--- config.mk ---
export PLATFORM = sky130hd
export DESIGN_NAME = regfile_addr_unit
export DESIGN_NICKNAME = d
export VERILOG_FILES = /design/src/rtl/bfa_pkg.sv /design/src/rtl/bfa_ctrl_regs.sv /design/src/rtl/bfa_addr_gen.sv /design/src/rtl/bfa_store.sv /design/src/rtl/regfile_addr_unit.sv
export SDC_FILE = /design/constraint.sdc
export NUM_CORES = 2
export LEC_CHECK = 0
export BUFFER_PORTS_ARGS = -buffer_cell sky130_fd_sc_hd__buf_2
export CAP_MARGIN = 20
export CORE_UTILIZATION = 55
export CTS_CLUSTER_DIAMETER = 40
export DETAILED_ROUTE_END_ITERATION = 10
export GPL_ROUTABILITY_DRIVEN = 0
export MAX_ROUTING_LAYER = met4
export PLACE_DENSITY = 0.73
export SETUP_SLACK_MARGIN = 0.2
export SLEW_MARGIN = 20
export SYNTH_ARGS = -nofsm -noshare
export SYNTH_HDL_FRONTEND = slang
export SYNTH_SLANG_ARGS = --single-unit
--- constraint.sdc ---
create_clock -name clk -period 5.1 [get_ports clk]
set_clock_uncertainty 0.1 [all_clocks]
set_input_delay 1.275 -clock clk [delete_from_list [all_inputs] [get_ports clk]]
set_output_delay 1.275 -clock clk [all_outputs]
set_load 0.02 [all_outputs]
--- src/rtl/bfa_pkg.sv ---
package bfa_pkg;
  localparam int DATA_W = 8;
  localparam int OFS_W  = 7;
  localparam int BANK_W = 2;
  localparam int PTR_W  = 8;
  localparam int ADDR_W = BANK_W + OFS_W;
  localparam int DEPTH  = 1 << ADDR_W;

  typedef logic [DATA_W-1:0] byte_t;
  typedef logic [ADDR_W-1:0] addr_t;
  typedef logic [OFS_W-1:0]  ofs_t;
  typedef logic [BANK_W-1:0] bank_t;
  typedef logic [PTR_W-1:0]  ptr_t;

  typedef enum logic [1:0] {TGT_NONE, TGT_STATUS, TGT_PTR, TGT_MEM} tgt_e;

  // Bank number placed above the instruction's register field.
  function automatic addr_t direct_addr(input bank_t bank, input ofs_t ofs);
    return {bank, ofs};
  endfunction

  // Single bank bit placed above the full pointer.
  function automatic addr_t indirect_addr(input logic hi, input ptr_t ptr);
    return {hi, ptr};
  endfunction

  function automatic ofs_t offset_of(input addr_t a);
    return a[OFS_W-1:0];
  endfunction
endpackage

--- src/rtl/bfa_ctrl_regs.sv ---
module bfa_ctrl_regs
  import bfa_pkg::*;
#(
  parameter int IRP_BIT = 7,
  parameter int RP_LO   = 5
) (
  input  logic  clk,
  input  logic  rst,
  input  logic  we_status,
  input  logic  we_ptr,
  input  byte_t wr_data,
  output byte_t status_q,
  output ptr_t  ptr_q,
  output logic  irp,
  output bank_t rp
);
  always_ff @(posedge clk) begin
    if (rst) begin
      status_q <= '0;
      ptr_q    <= '0;
    end else begin
      if (we_status) status_q <= wr_data;
      if (we_ptr)    ptr_q    <= wr_data[PTR_W-1:0];
    end
  end

  assign irp = status_q[IRP_BIT];
  assign rp  = status_q[RP_LO+BANK_W-1:RP_LO];

  assert_reset_clear_R9: assert property (@(posedge clk)
    $past(rst) |-> (status_q == '0 && ptr_q == '0));

  assert_ptr_write_lag_R6: assert property (@(posedge clk) disable iff (rst)
    we_ptr |=> ptr_q == $past(wr_data[PTR_W-1:0]));

  assert_status_write_lag_R7: assert property (@(posedge clk) disable iff (rst)
    we_status |=> status_q == $past(wr_data));
endmodule

--- src/rtl/bfa_addr_gen.sv ---
module bfa_addr_gen
  import bfa_pkg::*;
#(
  parameter ofs_t PHANTOM_OFS = 7'h00,
  parameter ofs_t STATUS_OFS  = 7'h03,
  parameter ofs_t PTR_OFS     = 7'h04
) (
  input  ofs_t  file_sel,
  input  bank_t rp,
  input  logic  irp,
  input  ptr_t  ptr,
  output addr_t eff_addr,
  output logic  via_ptr,
  output logic  null_hit,
  output tgt_e  tgt
);
  ofs_t ofs;

  always_comb begin
    via_ptr  = (file_sel == PHANTOM_OFS);
    eff_addr = via_ptr ? indirect_addr(irp, ptr) : direct_addr(rp, file_sel);
    ofs      = offset_of(eff_addr);
    null_hit = via_ptr && (ofs == PHANTOM_OFS);
    if (ofs == PHANTOM_OFS)     tgt = TGT_NONE;
    else if (ofs == STATUS_OFS) tgt = TGT_STATUS;
    else if (ofs == PTR_OFS)    tgt = TGT_PTR;
    else                        tgt = TGT_MEM;
  end
endmodule

--- src/rtl/bfa_store.sv ---
module bfa_store
  import bfa_pkg::*;
#(
  parameter bit CLEAR_ON_RESET = 1'b0
) (
  input  logic  clk,
  input  logic  rst,
  input  logic  we,
  input  addr_t addr,
  input  byte_t wdata,
  output byte_t rdata
);
  byte_t mem [DEPTH];

  generate
    if (CLEAR_ON_RESET) begin : g_clear
      always_ff @(posedge clk) begin
        if (rst) begin
          for (int i = 0; i < DEPTH; i++) mem[i] <= '0;
        end else if (we) begin
          mem[addr] <= wdata;
        end
      end
    end else begin : g_keep
      always_ff @(posedge clk) begin
        if (we && !rst) mem[addr] <= wdata;
      end
    end
  endgenerate

  assign rdata = mem[addr];

  assert_store_readback_R3: assert property (@(posedge clk) disable iff (rst)
    we |=> (!($stable(addr))) || rdata == $past(wdata));
endmodule

--- src/rtl/regfile_addr_unit.sv ---
module regfile_addr_unit
  import bfa_pkg::*;
#(
  parameter ofs_t STATUS_OFS     = 7'h03,
  parameter ofs_t PTR_OFS        = 7'h04,
  parameter int   IRP_BIT        = 7,
  parameter int   RP_LO          = 5,
  parameter bit   CLEAR_ON_RESET = 1'b0
) (
  input  logic              clk,
  input  logic              rst,
  input  logic [OFS_W-1:0]  file_sel,
  input  logic              wr_en,
  input  logic [DATA_W-1:0] wr_data,
  output logic [DATA_W-1:0] rd_data,
  output logic [ADDR_W-1:0] eff_addr,
  output logic              via_ptr,
  output logic              null_access
);
  localparam ofs_t PHANTOM_OFS = '0;

  byte_t status_q;
  ptr_t  ptr_q;
  logic  irp;
  bank_t rp;
  tgt_e  tgt;
  byte_t mem_rdata;
  logic  we_status, we_ptr, we_mem;

  bfa_ctrl_regs #(.IRP_BIT(IRP_BIT), .RP_LO(RP_LO)) u_ctrl (
    .clk(clk), .rst(rst), .we_status(we_status), .we_ptr(we_ptr),
    .wr_data(wr_data), .status_q(status_q), .ptr_q(ptr_q), .irp(irp), .rp(rp)
  );

  bfa_addr_gen #(
    .PHANTOM_OFS(PHANTOM_OFS), .STATUS_OFS(STATUS_OFS), .PTR_OFS(PTR_OFS)
  ) u_agen (
    .file_sel(file_sel), .rp(rp), .irp(irp), .ptr(ptr_q),
    .eff_addr(eff_addr), .via_ptr(via_ptr), .null_hit(null_access), .tgt(tgt)
  );

  bfa_store #(.CLEAR_ON_RESET(CLEAR_ON_RESET)) u_store (
    .clk(clk), .rst(rst), .we(we_mem), .addr(eff_addr),
    .wdata(wr_data), .rdata(mem_rdata)
  );

  // Write steering: the phantom offset owns no storage.
  assign we_status = wr_en && (tgt == TGT_STATUS);
  assign we_ptr    = wr_en && (tgt == TGT_PTR);
  assign we_mem    = wr_en && (tgt == TGT_MEM);

  always_comb begin
    unique case (tgt)
      TGT_STATUS: rd_data = status_q;
      TGT_PTR:    rd_data = ptr_q;
      TGT_MEM:    rd_data = mem_rdata;
      default:    rd_data = '0;
    endcase
  end

  assert_direct_form_R1: assert property (@(posedge clk) disable iff (rst)
    (file_sel != PHANTOM_OFS) |-> (!via_ptr && eff_addr == {rp, file_sel}));

  assert_indirect_form_R2: assert property (@(posedge clk) disable iff (rst)
    (file_sel == PHANTOM_OFS) |-> (via_ptr && eff_addr == {irp, ptr_q}));

  assert_null_reads_zero_R4: assert property (@(posedge clk) disable iff (rst)
    null_access |-> rd_data == '0);

  assert_null_write_inert_R5: assert property (@(posedge clk) disable iff (rst)
    (wr_en && null_access) |=> ($stable(status_q) && $stable(ptr_q)));

  assert_single_target_R5: assert property (@(posedge clk) disable iff (rst)
    $onehot0({we_status, we_ptr, we_mem}) && !(null_access && (we_status || we_ptr || we_mem)));

  assert_idle_hold_R8: assert property (@(posedge clk) disable iff (rst)
    !wr_en |=> ($stable(status_q) && $stable(ptr_q)));
endmodule

==> impl_metrics.xml <==
<?xml version="1.0" encoding="UTF-8"?>
<metrics>
  <group name="routing">
    <metric name="dr_total_vias" unit="">110000</metric>
    <metric name="viasPerCell" unit="">6.797</metric>
    <metric name="ant_nets" unit="">0</metric>
    <metric name="first_pass_iteration_count_of_the_detailed_router" unit="">9</metric>
    <metric name="postRouteWirelength" unit="um">555400</metric>
    <metric name="wire_per_inst" unit="um">34.31</metric>
    <metric name="drt_iter0_markers" unit="">21380</metric>
    <metric name="drt_drc_violations_left" unit="">0</metric>
  </group>
  <group name="pwr">
    <metric name="cell_internal_pwr" unit="uW">59280</metric>
    <metric name="netSwitchingPower" unit="uW">17710</metric>
    <metric name="power_frac_clock" unit="">0.451</metric>
    <metric name="post-layout-total-power" unit="uW">76990</metric>
    <metric name="combPwrFrac" unit="">0.065</metric>
    <metric name="power.density_cell_area" unit="nW/um^2">384.2</metric>
    <metric name="vdd.ir_drop.worst" unit="mV">0.3748</metric>
    <metric name="power.static_leakage" unit="uW">0.06943</metric>
    <metric name="swShare" unit="">0.2301</metric>
    <metric name="seq_power_share" unit="">0.484</metric>
  </group>
  <group name="cells_and_area">
    <metric name="fill_cells" unit="">17400</metric>
    <metric name="drive_gt1_frac" unit="">0.2810</metric>
    <metric name="finalNetCount" unit="">11860</metric>
    <metric name="layout-area-overhead-vs-synth" unit="%">24.67</metric>
    <metric name="final_cell_count_no_fill" unit="">16190</metric>
  </group>
  <group name="worst_setup_path">
    <metric name="slowest_stage" unit="">or4b_4</metric>
    <metric name="cp_num_buf_inv" unit="">9</metric>
    <metric name="critical_path.cell_chain" unit="">buf_4 -&gt; nor3_4 -&gt; a21oi_4 -&gt; buf_12 -&gt; clkinv_16 -&gt; buf_6 -&gt; buf_12 -&gt; buf_16 -&gt; mux2i_1 -&gt; a32oi_2 -&gt; nand4_1 -&gt; o21bai_4 -&gt; buf_6 -&gt; nand4_1 -&gt; a2111oi_4 -&gt; buf_4 -&gt; or4b_4 -&gt; o21ai_4 -&gt; buf_6</metric>
    <metric name="maximum_fanout_along_the_worst_path" unit="">8</metric>
    <metric name="reg2regPathDepth" unit="">19</metric>
    <metric name="cp_common_cell" unit="">buf_6</metric>
    <metric name="worst_setup_path_start_kind" unit="">input pin</metric>
    <metric name="max_stage_delay" unit="ns">0.50</metric>
    <metric name="worst_r2r_dst" unit="">u_store.mem[12][5]</metric>
    <metric name="r2r-start" unit="">u_ctrl.ptr_q[0]</metric>
    <metric name="crit_family" unit="">buffers and inverters</metric>
    <metric name="number_of_cells_on_the_critical_path" unit="">19</metric>
    <metric name="timing.setup.critical_path_class" unit="">in -&gt; out</metric>
    <metric name="timing.critical_path.required" unit="ns">3.72</metric>
    <metric name="reg2reg_slack" unit="ns">0.30</metric>
    <metric name="worstPathArrival" unit="ns">5.39</metric>
    <metric name="worstSetupEndpointType" unit="">output port</metric>
  </group>
  <group name="logic_synthesis">
    <metric name="post_synth_edffs" unit="">4096</metric>
    <metric name="async_flop_share" unit="">0</metric>
    <metric name="yosys_warnings" unit="">0</metric>
    <metric name="ys_dominant_reg_cell" unit="">edfxtp_1</metric>
    <metric name="postSynthCellCount" unit="">9944</metric>
    <metric name="synth_area" unit="sq um">160800</metric>
    <metric name="synth_area_per_cell" unit="sq um">16.17</metric>
    <metric name="yosys.cell_types.count" unit="">78</metric>
    <metric name="yosys_register_bits" unit="">4112</metric>
    <metric name="share_of_synthesized_area_occupied_by_flip_flops_and_latches" unit="">0.7671</metric>
  </group>
  <group name="min_path">
    <metric name="worstHoldEndpoint" unit="">u_ctrl.status_q[0]</metric>
    <metric name="hold_path.class" unit="">reg -&gt; reg</metric>
    <metric name="min_delay_path_depth" unit="">2</metric>
    <metric name="hold_start" unit="">u_ctrl.status_q[0]</metric>
  </group>
  <group name="timing">
    <metric name="fin_crit" unit="ns">6.767</metric>
    <metric name="rsz0062_at_grt" unit="">yes</metric>
    <metric name="setup_violations" unit="">8</metric>
    <metric name="worst_slack" unit="ns">-1.667</metric>
    <metric name="tightestPinTransition" unit="ns">1.316</metric>
    <metric name="fmax" unit="MHz">147.8</metric>
    <metric name="timing.max_slew.rel_slack" unit="">0.1229</metric>
    <metric name="final-hold-violation-count" unit="">0</metric>
    <metric name="finalCritPeriodShare" unit="">1.327</metric>
    <metric name="holdWs" unit="ns">0.3667</metric>
    <metric name="slew_viol_final" unit="">0</metric>
  </group>
  <group name="grt">
    <metric name="grt_first_pass_wirelength" unit="um">770400</metric>
    <metric name="total_routing_usage_gr" unit="">0.3816</metric>
    <metric name="grt_start_max_net_pins" unit="">123</metric>
    <metric name="first_global_vias" unit="">106200</metric>
    <metric name="antenna_found_initial" unit="">39</metric>
    <metric name="globalRouteOverflowTotal" unit="">0</metric>
  </group>
  <group name="placed_design">
    <metric name="hpwlAfterDp" unit="um">335300</metric>
    <metric name="numPlacedInstances" unit="">15140</metric>
    <metric name="port_buffers" unit="">36</metric>
    <metric name="place_ws" unit="ns">-2.586</metric>
  </group>
  <group name="run_status">
    <metric name="failing_checks" unit="">setup timing</metric>
    <metric name="status" unit="">finished, violations left</metric>
  </group>
  <group name="clock_network">
    <metric name="insertion_delay" unit="ns">1.03</metric>
    <metric name="worst_path_clk_slew" unit="ns">0.06</metric>
    <metric name="cts.sinks" unit="">4112</metric>
    <metric name="max-clock-path-buffers" unit="">4</metric>
    <metric name="cts_tree" unit="">built</metric>
    <metric name="cts_inserted_buffers" unit="">457</metric>
    <metric name="cts_max_level" unit="">5</metric>
    <metric name="cts_root_buffer" unit="">clkbuf_16</metric>
  </group>
  <group name="die">
    <metric name="placement_rows" unit="">198</metric>
    <metric name="chipHeight" unit="um">542.7</metric>
    <metric name="floorplan.core_area" unit="sq um">290800</metric>
    <metric name="design.die.area" unit="sq um">294500</metric>
    <metric name="ios" unit="">37</metric>
    <metric name="horizontal_die_dimension" unit="um">542.7</metric>
    <metric name="floorplan.initialDensity" unit="">0.5528</metric>
  </group>
  <group name="flow_run">
    <metric name="cap_violations" unit="">0</metric>
  </group>
</metrics>
registers in the layout (all words and copies together), names as in the netlist:
name             flops
u_store.mem       4096
u_ctrl.ptr_q         8
u_ctrl.status_q      8
layout by cell type, fill, tap and decap left out, types with 71 or more instances in the layout:
master	n
edfxtp_1	4096
nand2_1	1825
buf_4	1587
nand3_1	554
nor2_1	532
clkbuf_16	467
mux4_2	376
a21oi_1	330
mux2i_1	287
buf_12	248
a22oi_1	182
a32oi_1	164
conb_1	96
a31oi_1	90
buf_6	75
clkinv_1	71
power groups by stage:
stage | Combinational [uW] | Sequential [uW] | Clock (uW)
after floorplan | 1810 | 38000 | 0
after global placement | 4180 | 38000 | 0
after detailed placement | 4270 | 38000 | 0
after CTS | 4690 | 37300 | 34600
after global routing | 5030 | 37200 | 35900
final | 5030 | 37300 | 34700
what timing repair did:
item,in CTS,in global routing
cloned,32,5
hold buffers,0,0
pin swaps,90,59
setup buffers,71,35
gates resized for setup,403,123
hold endpoints to repair,0,0
endpoints found under the setup margin,105,9
per-layer routing:
metal	track usage	part of all wire	vias to the layer above
met2	0.5375	0.43	10960
met4	0.2666	0.088	0
met1	0.4733	0.32	53970
met5	-	0	-
met3	0.1159	0.16	2462
li1	-	-	42650
logic make-up after synthesis:
logic type | share of synthesized area
buffers and inverters | 0.02262
flip-flops | 0.7671
AO/OA/AOI/OAI | 0.05786
AND/OR/NAND/NOR | 0.08071
multiplexers | 0.07172
other | 0.00002333
tightest hold or removal path, cell delays in order (launching register included):
cell	delay [ns]
dfxtp_1	0.31
nand2_1	0.05
a21oi_1	0.06
final cells by class:
class / instances / area [sq um] / area share
Antenna cell: 45 / 112.6 / 0.0005618
Inverter: 11 / 78.83 / 0.0003933
Clock buffer: 497 / 11690 / 0.05834
Timing Repair inverter: 4 / 96.34 / 0.0004807
Clock inverter: 363 / 4348 / 0.02169
Tap cell: 3900 / 4880 / 0.02435
Multi-Input combinational cell: 5253 / 36090 / 0.1801
Sequential cell: 4112 / 123300 / 0.6153
Timing Repair Buffer: 2004 / 19810 / 0.09884
worst max path at each step:
stage                           start         end  slack (ns)
after floorplan           file_sel[4]  rd_data[7]       -0.40
after global placement    file_sel[1]  rd_data[0]       -2.63
after detailed placement  file_sel[5]  rd_data[2]       -2.59
after CTS                 file_sel[6]  rd_data[0]       -1.48
after global routing      file_sel[5]  rd_data[0]       -1.57
final                     file_sel[2]  rd_data[0]       -1.67
synthesized netlist by cell type, types with 12 or more instances:
cell / n / area share
edfxtp_1: 4096 / 0.77
nand2_1: 1858 / 0.043
nand3_1: 560 / 0.017
nor2_1: 544 / 0.013
mux4_2: 376 / 0.053
a21oi_1: 350 / 0.011
mux2i_1: 298 / 0.019
buf_2: 249 / 0.0078
clkbuf_1: 218 / 0.0051
a22oi_1: 197 / 0.0092
a32oi_1: 176 / 0.0096
a31oi_1: 111 / 0.0043
o21ai_0: 93 / 0.0029
a221oi_1: 85 / 0.0046
o22ai_1: 75 / 0.0029
buf_4: 73 / 0.0034
buf_1: 61 / 0.0014
nand4_1: 55 / 0.0021
buf_6: 54 / 0.0038
a311oi_1: 49 / 0.0027
and3_1: 38 / 0.0015
a32o_1: 27 / 0.0017
nor4_1: 26 / 0.0010
nor3_1: 22 / 0.00068
a41oi_1: 21 / 0.0011
a2111oi_0: 19 / 0.0010
dfxtp_1: 16 / 0.0020
a22o_1: 15 / 0.00082
o211ai_1: 15 / 0.00070
o221ai_1: 14 / 0.00076
a211oi_1: 12 / 0.00056
metrics by stage:
stage          utilization  setup TNS, ns  instance area [sq um]
2_1_floorplan            -         -2.477                 161400
3_3_place_gp        0.6185       -2414.30                 179900
3_5_place_dp        0.6185       -2502.50                 179900
4_1_cts             0.6854         -10.86                 199300
5_1_grt             0.6890         -11.69                 200400
6_report            0.6891         -12.20                 200400
Power figures use the tool's default switching activity.
